$ cat src/rtl/madd_pkg.sv
package madd_pkg;

    // Selects how the first combining level treats the second product
    typedef enum logic {
        OP_ADD = 1'b0,
        OP_SUB = 1'b1
    } comb_op_e;

endpackage

$ cat src/rtl/madd_operand_stage.sv
module madd_operand_stage
    import madd_pkg::*;
#(
    parameter int DATA_W  = 16,
    parameter int NUM_OPS = 4
) (
    input  logic                     clk,
    input  logic                     aclr,
    input  logic                     ce,
    input  comb_op_e                 op_i,
    input  logic signed [DATA_W-1:0] opnd_i [NUM_OPS],
    output comb_op_e                 op_q,
    output logic signed [DATA_W-1:0] opnd_q [NUM_OPS]
);

    always_ff @(posedge clk or posedge aclr) begin
        if (aclr) begin
            op_q <= OP_ADD;
            for (int i = 0; i < NUM_OPS; i++) opnd_q[i] <= '0;
        end else if (ce) begin
            op_q <= op_i;
            for (int i = 0; i < NUM_OPS; i++) opnd_q[i] <= opnd_i[i];
        end
    end

endmodule

$ cat src/rtl/madd_product_stage.sv
module madd_product_stage
    import madd_pkg::*;
#(
    parameter int DATA_W   = 16,
    parameter int NUM_PROD = 2,
    localparam int NUM_OPS = 2 * NUM_PROD,
    localparam int PROD_W  = 2 * DATA_W
) (
    input  logic                     clk,
    input  logic                     aclr,
    input  logic                     ce,
    input  comb_op_e                 op_i,
    input  logic signed [DATA_W-1:0] opnd_i [NUM_OPS],
    output comb_op_e                 op_q,
    output logic signed [PROD_W-1:0] prod_q [NUM_PROD]
);

    logic signed [PROD_W-1:0] prod_c [NUM_PROD];

    // One multiplier per operand pair
    for (genvar g = 0; g < NUM_PROD; g++) begin : g_mul
        assign prod_c[g] = PROD_W'(opnd_i[2*g]) * PROD_W'(opnd_i[2*g+1]);
    end

    always_ff @(posedge clk or posedge aclr) begin
        if (aclr) begin
            op_q <= OP_ADD;
            for (int i = 0; i < NUM_PROD; i++) prod_q[i] <= '0;
        end else if (ce) begin
            op_q <= op_i;
            for (int i = 0; i < NUM_PROD; i++) prod_q[i] <= prod_c[i];
        end
    end

endmodule

$ cat src/rtl/madd_combine_stage.sv
module madd_combine_stage
    import madd_pkg::*;
#(
    parameter int PROD_W = 32,
    localparam int RES_W = PROD_W + 1
) (
    input  logic                     clk,
    input  logic                     aclr,
    input  logic                     ce,
    input  comb_op_e                 op_i,
    input  logic signed [PROD_W-1:0] prod_a_i,
    input  logic signed [PROD_W-1:0] prod_b_i,
    output logic signed [RES_W-1:0]  res_q
);

    logic signed [RES_W-1:0] ext_a;
    logic signed [RES_W-1:0] ext_b;
    logic signed [RES_W-1:0] term_b;
    logic signed [RES_W-1:0] sum_c;

    assign ext_a = RES_W'(prod_a_i);
    assign ext_b = RES_W'(prod_b_i);

    // First level: pass or negate the second product
    always_comb begin
        unique case (op_i)
            OP_ADD:  term_b = ext_b;
            OP_SUB:  term_b = -ext_b;
            default: term_b = ext_b;
        endcase
    end

    // Second level: always an addition
    assign sum_c = ext_a + term_b;

    always_ff @(posedge clk or posedge aclr) begin
        if (aclr)    res_q <= '0;
        else if (ce) res_q <= sum_c;
    end

endmodule

$ cat src/rtl/madd_pipe.sv
module madd_pipe
    import madd_pkg::*;
#(
    parameter int DATA_W   = 16,
    localparam int NUM_PROD = 2,
    localparam int NUM_OPS  = 2 * NUM_PROD,
    localparam int PROD_W   = 2 * DATA_W,
    localparam int RES_W    = PROD_W + 1
) (
    input  logic                     clk,
    input  logic                     aclr,
    input  logic                     ce,
    input  logic                     sub,
    input  logic signed [DATA_W-1:0] x0,
    input  logic signed [DATA_W-1:0] y0,
    input  logic signed [DATA_W-1:0] x1,
    input  logic signed [DATA_W-1:0] y1,
    output logic signed [RES_W-1:0]  res
);

    logic signed [DATA_W-1:0] opnd_in [NUM_OPS];
    logic signed [DATA_W-1:0] opnd_r  [NUM_OPS];
    logic signed [PROD_W-1:0] prod_r  [NUM_PROD];
    comb_op_e                 op_in;
    comb_op_e                 op_s1;
    comb_op_e                 op_s2;

    assign opnd_in[0] = x0;
    assign opnd_in[1] = y0;
    assign opnd_in[2] = x1;
    assign opnd_in[3] = y1;
    assign op_in      = sub ? OP_SUB : OP_ADD;

    madd_operand_stage #(.DATA_W(DATA_W), .NUM_OPS(NUM_OPS)) u_opnd (
        .clk    (clk),
        .aclr   (aclr),
        .ce     (ce),
        .op_i   (op_in),
        .opnd_i (opnd_in),
        .op_q   (op_s1),
        .opnd_q (opnd_r)
    );

    madd_product_stage #(.DATA_W(DATA_W), .NUM_PROD(NUM_PROD)) u_prod (
        .clk    (clk),
        .aclr   (aclr),
        .ce     (ce),
        .op_i   (op_s1),
        .opnd_i (opnd_r),
        .op_q   (op_s2),
        .prod_q (prod_r)
    );

    madd_combine_stage #(.PROD_W(PROD_W)) u_comb (
        .clk      (clk),
        .aclr     (aclr),
        .ce       (ce),
        .op_i     (op_s2),
        .prod_a_i (prod_r[0]),
        .prod_b_i (prod_r[1]),
        .res_q    (res)
    );

endmodule

$ cat config.mk
export PLATFORM = sky130hd
export DESIGN_NAME = madd_pipe
export DESIGN_NICKNAME = d
export VERILOG_FILES = /design/src/rtl/madd_pkg.sv /design/src/rtl/madd_operand_stage.sv /design/src/rtl/madd_product_stage.sv /design/src/rtl/madd_combine_stage.sv /design/src/rtl/madd_pipe.sv
export SDC_FILE = /design/constraint.sdc
export NUM_CORES = 2
export LEC_CHECK = 0
export ABC_AREA = 1
export ABC_CLOCK_PERIOD_IN_PS = 9700
export BUFFER_PORTS_ARGS = -buffer_cell sky130_fd_sc_hd__buf_2
export CORE_ASPECT_RATIO = 1.25
export CORE_MARGIN = 2
export CORE_UTILIZATION = 30
export CTS_BUF_LIST = sky130_fd_sc_hd__clkbuf_16
export DETAILED_ROUTE_END_ITERATION = 12
export GPL_ROUTABILITY_DRIVEN = 0
export PLACE_DENSITY_LB_ADDON = 0.08
export SLEW_MARGIN = 20
export SYNTH_ARGS = -nofsm -noshare
export SYNTH_HDL_FRONTEND = slang
export SYNTH_HIERARCHICAL = 1
export SYNTH_SLANG_ARGS = --single-unit
$ cat constraint.sdc
create_clock -name clk -period 9.7 [get_ports clk]
set_clock_uncertainty 0.2 [all_clocks]
set_input_delay 0.97 -clock clk [delete_from_list [all_inputs] [get_ports clk]]
set_output_delay 0.97 -clock clk [all_outputs]
set_load 0.02 [all_outputs]
Word level (Yosys, flattened, before mapping)

Cells that the tools add are included.

Bits in registers: 163
Bits in latches: 0
Bits in writable memories: 0
Bits in read-only memories: 0
Input bits: 68
Output and inout bits: 33
Logic and storage cells: 16
Memories kept: 0

Add/sub/neg operators: 2
$mul: 2
Div/mod/pow operators: 0
Magnitude comparators: 0
Equality and inequality tests: 0
Shifts and indexed selects: 0
Mux-type cells: 2
Bitwise operators: 1
Reduce and logical (&&, ||, !) cells: 0

Operators by type and width:

| kind           | number |
|---|---|
| $pmux 33 s2    | 1 |
| $mul 16x16->32 | 2 |
| $add 32x33->33 | 1 |
| $neg 32->33    | 1 |
| $mux 1         | 1 |
| $not 1->1      | 1 |

Longest topological paths before layout

Depth after elaboration: 3
Gate-level depth with buffers: 29
Gate-level depth less buffers: 27

By module

The synthesis kept the hierarchy.

By module, submodules not included:

| module             | times used | cells an instance | area an instance (um^2) | sequential area each (um^2) |
|---|---|---|---|---|
| madd_product_stage | 1          | 3162              | 23900.4                 | 1626.6 |
| madd_combine_stage | 1          | 759               | 4350.4                  | 825.8 |
| madd_operand_stage | 1          | 276               | 2476.1                  | 1626.6 |

Worst setup path after synthesis

Ideal clock, no wire load.

Kind: flip-flop to flip-flop
Start point: register u_opnd/opnd_q[37] (netlist name)
End point: register u_prod/prod_q[55] (netlist name)
Library setup time: 0.117 ns
Arrival time: 5.422 ns
Data required time: 9.383 ns
Setup slack: 3.961 ns
Stages on the path, launching flop included: 23
Path buffers: 2
Clock period less this slack: 5.739 ns
Cells stage by stage: dfrtp_1 clkbuf_1 clkbuf_1 nand2_1 fa_1 inv_1 fa_1 fa_1 fa_1 fa_1 inv_1 fa_1 inv_1 ha_1 nand2_1 inv_1 a21oi_1 nand2_1 inv_1 nand3_1 or2_1 nand3_1 nand2_1

Longest elaborated chain between the ends: 1

RTL lines:

| element        | line                     | source |
|---|---|---|
| from (decl)    | madd_operand_stage.sv:13 | `output logic signed [DATA_W-1:0] opnd_q [NUM_OPS]` |
| $mul 16x16->32 | madd_product_stage.sv:22 | `assign prod_c[g] = PROD_W'(opnd_i[2*g]) * PROD_W'(opnd_i[2*g+1]);` |
| to (decl)      | madd_product_stage.sv:15 | `output logic signed [PROD_W-1:0] prod_q [NUM_PROD]` |

No other way between the ends.
A chain may end at the register's enable or synchronous reset.

Worst setup path after layout

Start point: register u_opnd/opnd_q[4] (netlist name)
End point: register u_prod/prod_q[30] (netlist name)

Same word-level chain as after synthesis.

==> out/results.ini <==
[floorplan]
initial_core_util_pct=30.19
die_x_microns=290.3
die_area_sq_um=105000
die_h_microns=361.8
ioPinCount=101
std_cell_rows=131
core_sq_um=101800

[clocking]
path_clk_slew_ns=0.08
cts_tree=built
max-clock-path-buffers=2
cts_resized=0
insertion_delay_ns=0.50
cts_hold_buf=0
cts_sinks=163
numCtsBuffers=17
htree_num_levels=4
clockRootBuffer=clkbuf_16
postCtsSetupRepairBufs=0

[worst_hold_path]
hold_class=input pin to asynchronous set/reset pin

[worst_setup_path]
endpoint_kind=flip-flop
start_kind=flip-flop
cp_max_fo=17
path_cells=nand2_1, fa_1, inv_1, fa_1, fa_1, fa_1, fa_1, inv_1, fa_1, inv_1, ha_1, nand2_1, nor2_1, nand2_1, nor3_1, nand2_1, nand2_1, nand2_1, nand3_1, nand2_1
cp.arrival_ns=6.74
cp.required_ns=9.89
critPathMostFrequentCell=nand2_1
reg2reg_depth=20
criticalPathCategory=flip-flop to flip-flop
cp_slowest_stage_delay_ns=0.90
slowest_stage=dfrtp_1

[global_route]
overflow=0
grt_pass1_wl_microns=150500
antenna_found_initial=0
track_usage_pct=18.41
grt_max_degree=105
grt_pass1_vias=27130

[logic_synthesis]
synthesis.nets=4988
ys_ff_latch=163
ys.flop_type=dfrtp_1
synth_edf_count=0
synth_cells=4197
synth_area_sq_um=30730
syn_area_per_cell_sq_um=7.321
async_flop_share_pct=100.0
yosysWarnings=6
synthDistinctLibCells=42
yosysSeqAreaShare_pct=13.27

[timing]
max_clock_freq_mhz=152.6
fin_tns_setup_ns=0
slew_headroom_pct=37.07
finalHoldViolations=0
period_share_pct=67.54
setup_viol=0
tightest_slew_ns=0.9341
rsz0062_at_grt=no
fin_hold_ws_ns=0.1467
final.setup.worst_slack_ns=3.149
period_needed_ns=6.551
drv_slew=0

[place]
io_buffers=100
dp_hpwl_microns=75700
dpl_cell_area_sq_um=32400
place_ws_ns=3.132

[detailed_routing]
routedWlPerCell_microns=16.50
num_vias=24220
via_per_inst=4.383
dr.pass1.iters=5
ant_nets=0
drt_iter0_markers=975
drc=0
wl_microns=91150

[cells_and_area]
final_area_sq_um=33000
drive_above_1_share_pct=5.101
nNetsFinal=4973
diodes=0
area_delta_synth_final_pct=7.391

[run]
maxCapViolCount=0

[outcome]
status=finished, final reports clean

[cell usage after synthesis (2+ instances only)]
| cell type | count | share of area (%) |
|---|---|---|
| nand3_2 | 6 | 0.20 |
| o21a_1 | 3 | 0.073 |
| dfrtp_1 | 163 | 13 |
| inv_1 | 1066 | 13 |
| xor2_1 | 26 | 0.74 |
| a21oi_2 | 4 | 0.11 |
| o21bai_1 | 13 | 0.32 |
| buf_4 | 3 | 0.073 |
| ha_1 | 198 | 8.1 |
| xnor2_1 | 40 | 1.1 |
| nor2_1 | 171 | 2.1 |
| buf_1 | 3 | 0.037 |
| buf_2 | 11 | 0.18 |
| or2_1 | 4 | 0.081 |
| nand3_1 | 140 | 2.3 |
| nand2_2 | 11 | 0.22 |
| or2_2 | 8 | 0.16 |
| a21o_1 | 7 | 0.17 |
| a21oi_1 | 75 | 1.2 |
| o21ai_0 | 51 | 0.83 |
| nand4_1 | 30 | 0.61 |
| a31oi_1 | 3 | 0.061 |
| fa_1 | 525 | 34 |
| nand2_1 | 1417 | 17 |
| o21ai_1 | 12 | 0.20 |
| nor2_2 | 16 | 0.33 |
| nor3_2 | 5 | 0.16 |
| nand2_4 | 2 | 0.073 |
| buf_6 | 6 | 0.22 |
| inv_2 | 7 | 0.086 |
| nand3b_1 | 15 | 0.37 |
| nor3_1 | 17 | 0.28 |
| clkbuf_1 | 130 | 1.6 |
[per-layer routing]
| layer | routed length (microns) | GRT usage [%] | share of wire (%) | vias up |
|---|---|---|---|---|
| met2 | 48180 | 35.10 | 53 | 301 |
| met5 | 0 | 0 | 0 | - |
| li1 | - | - | - | 12050 |
| met1 | 39090 | 21.76 | 43 | 11780 |
| met4 | 2020 | 5.096 | 2.2 | 0 |
| met3 | 1849 | 1.795 | 2.0 | 85 |
[cells in the final DEF, fill, tap and decap left out, types with 16 or more instances in the layout]
| cell | instances |
|---|---|
| xnor2_1 | 40 |
| nand4_1 | 30 |
| nor3_1 | 17 |
| o21ai_0 | 51 |
| dfrtp_1 | 163 |
| inv_1 | 1064 |
| fa_1 | 525 |
| a21oi_1 | 75 |
| ha_1 | 198 |
| buf_4 | 19 |
| buf_2 | 99 |
| clkbuf_16 | 17 |
| nor2_2 | 16 |
| nand3_1 | 140 |
| nor2_1 | 171 |
| nand2_1 | 1417 |
| xor2_1 | 26 |
[registers in the layout (all words and copies together) (netlist names)]
signal / flops
u_prod/prod_q: 64
u_opnd/op_q: 1
u_prod/op_q: 1
u_comb/res_q: 33
u_opnd/opnd_q: 64
[final cells by class]
| type | count | area, sq um |
|---|---|---|
| Sequential cell | 163 | 4079 |
| Inverter | 1074 | 4031 |
| Clock inverter | 15 | 167.7 |
| Clock buffer | 17 | 425.4 |
| Multi-Input combinational cell | 2807 | 21970 |
| Timing Repair Buffer | 119 | 658.1 |
| Tap cell | 1330 | 1664 |
| Fill cell | 11160 | 68790 |
[stage by stage]
step / std cells / util (%)
final: 5525 / 32.42
after global routing: 5525 / 32.42
after CTS: 5525 / 32.42
after detailed placement: 5493 / 31.84
after global placement: 5493 / 31.84
after floorplan: 4197 / -
[critical path: cells and delay by family, from the launching register on]
kind / cells / cell delay, ns
flip-flops: 1 / 0.90
buffers and inverters: 3 / 0.16
adder cells (fa/ha/maj): 7 / 3.73
AND/OR/NAND/NOR: 10 / 1.46
[path summary, 6_finish.rpt]
check	startpoint	end	slack, ns
min in group clk	u_comb/res_q[0]	u_comb/res_q[0]	0.28
min reg2reg	u_comb/res_q[0]	u_comb/res_q[0]	0.28
max reg2reg	u_opnd/opnd_q[4]	u_prod/prod_q[30]	3.15
max	u_opnd/opnd_q[4]	u_prod/prod_q[30]	3.15
max in group asynchronous	aclr	u_opnd/opnd_q[28]	7.96
min	aclr	u_prod/prod_q[32]	0.15
[cell families (layout without fill, tap and decap cells)]
group,count (synthesis),after routing,share of synthesized area (%)
xor gates and xnor gates,66,66,1.881
AOI/OAI and AO/OA,171,171,3.062
and+or+nand+nor,1847,1847,24.30
buffers and inverters,1227,1225,15.22
adders and majority gates,723,723,42.27
DFF,163,163,13.27
Power is left out: the tool's default activity adds up to more than one toggle a clock period on the data nets, which glitch-free logic cannot reach.
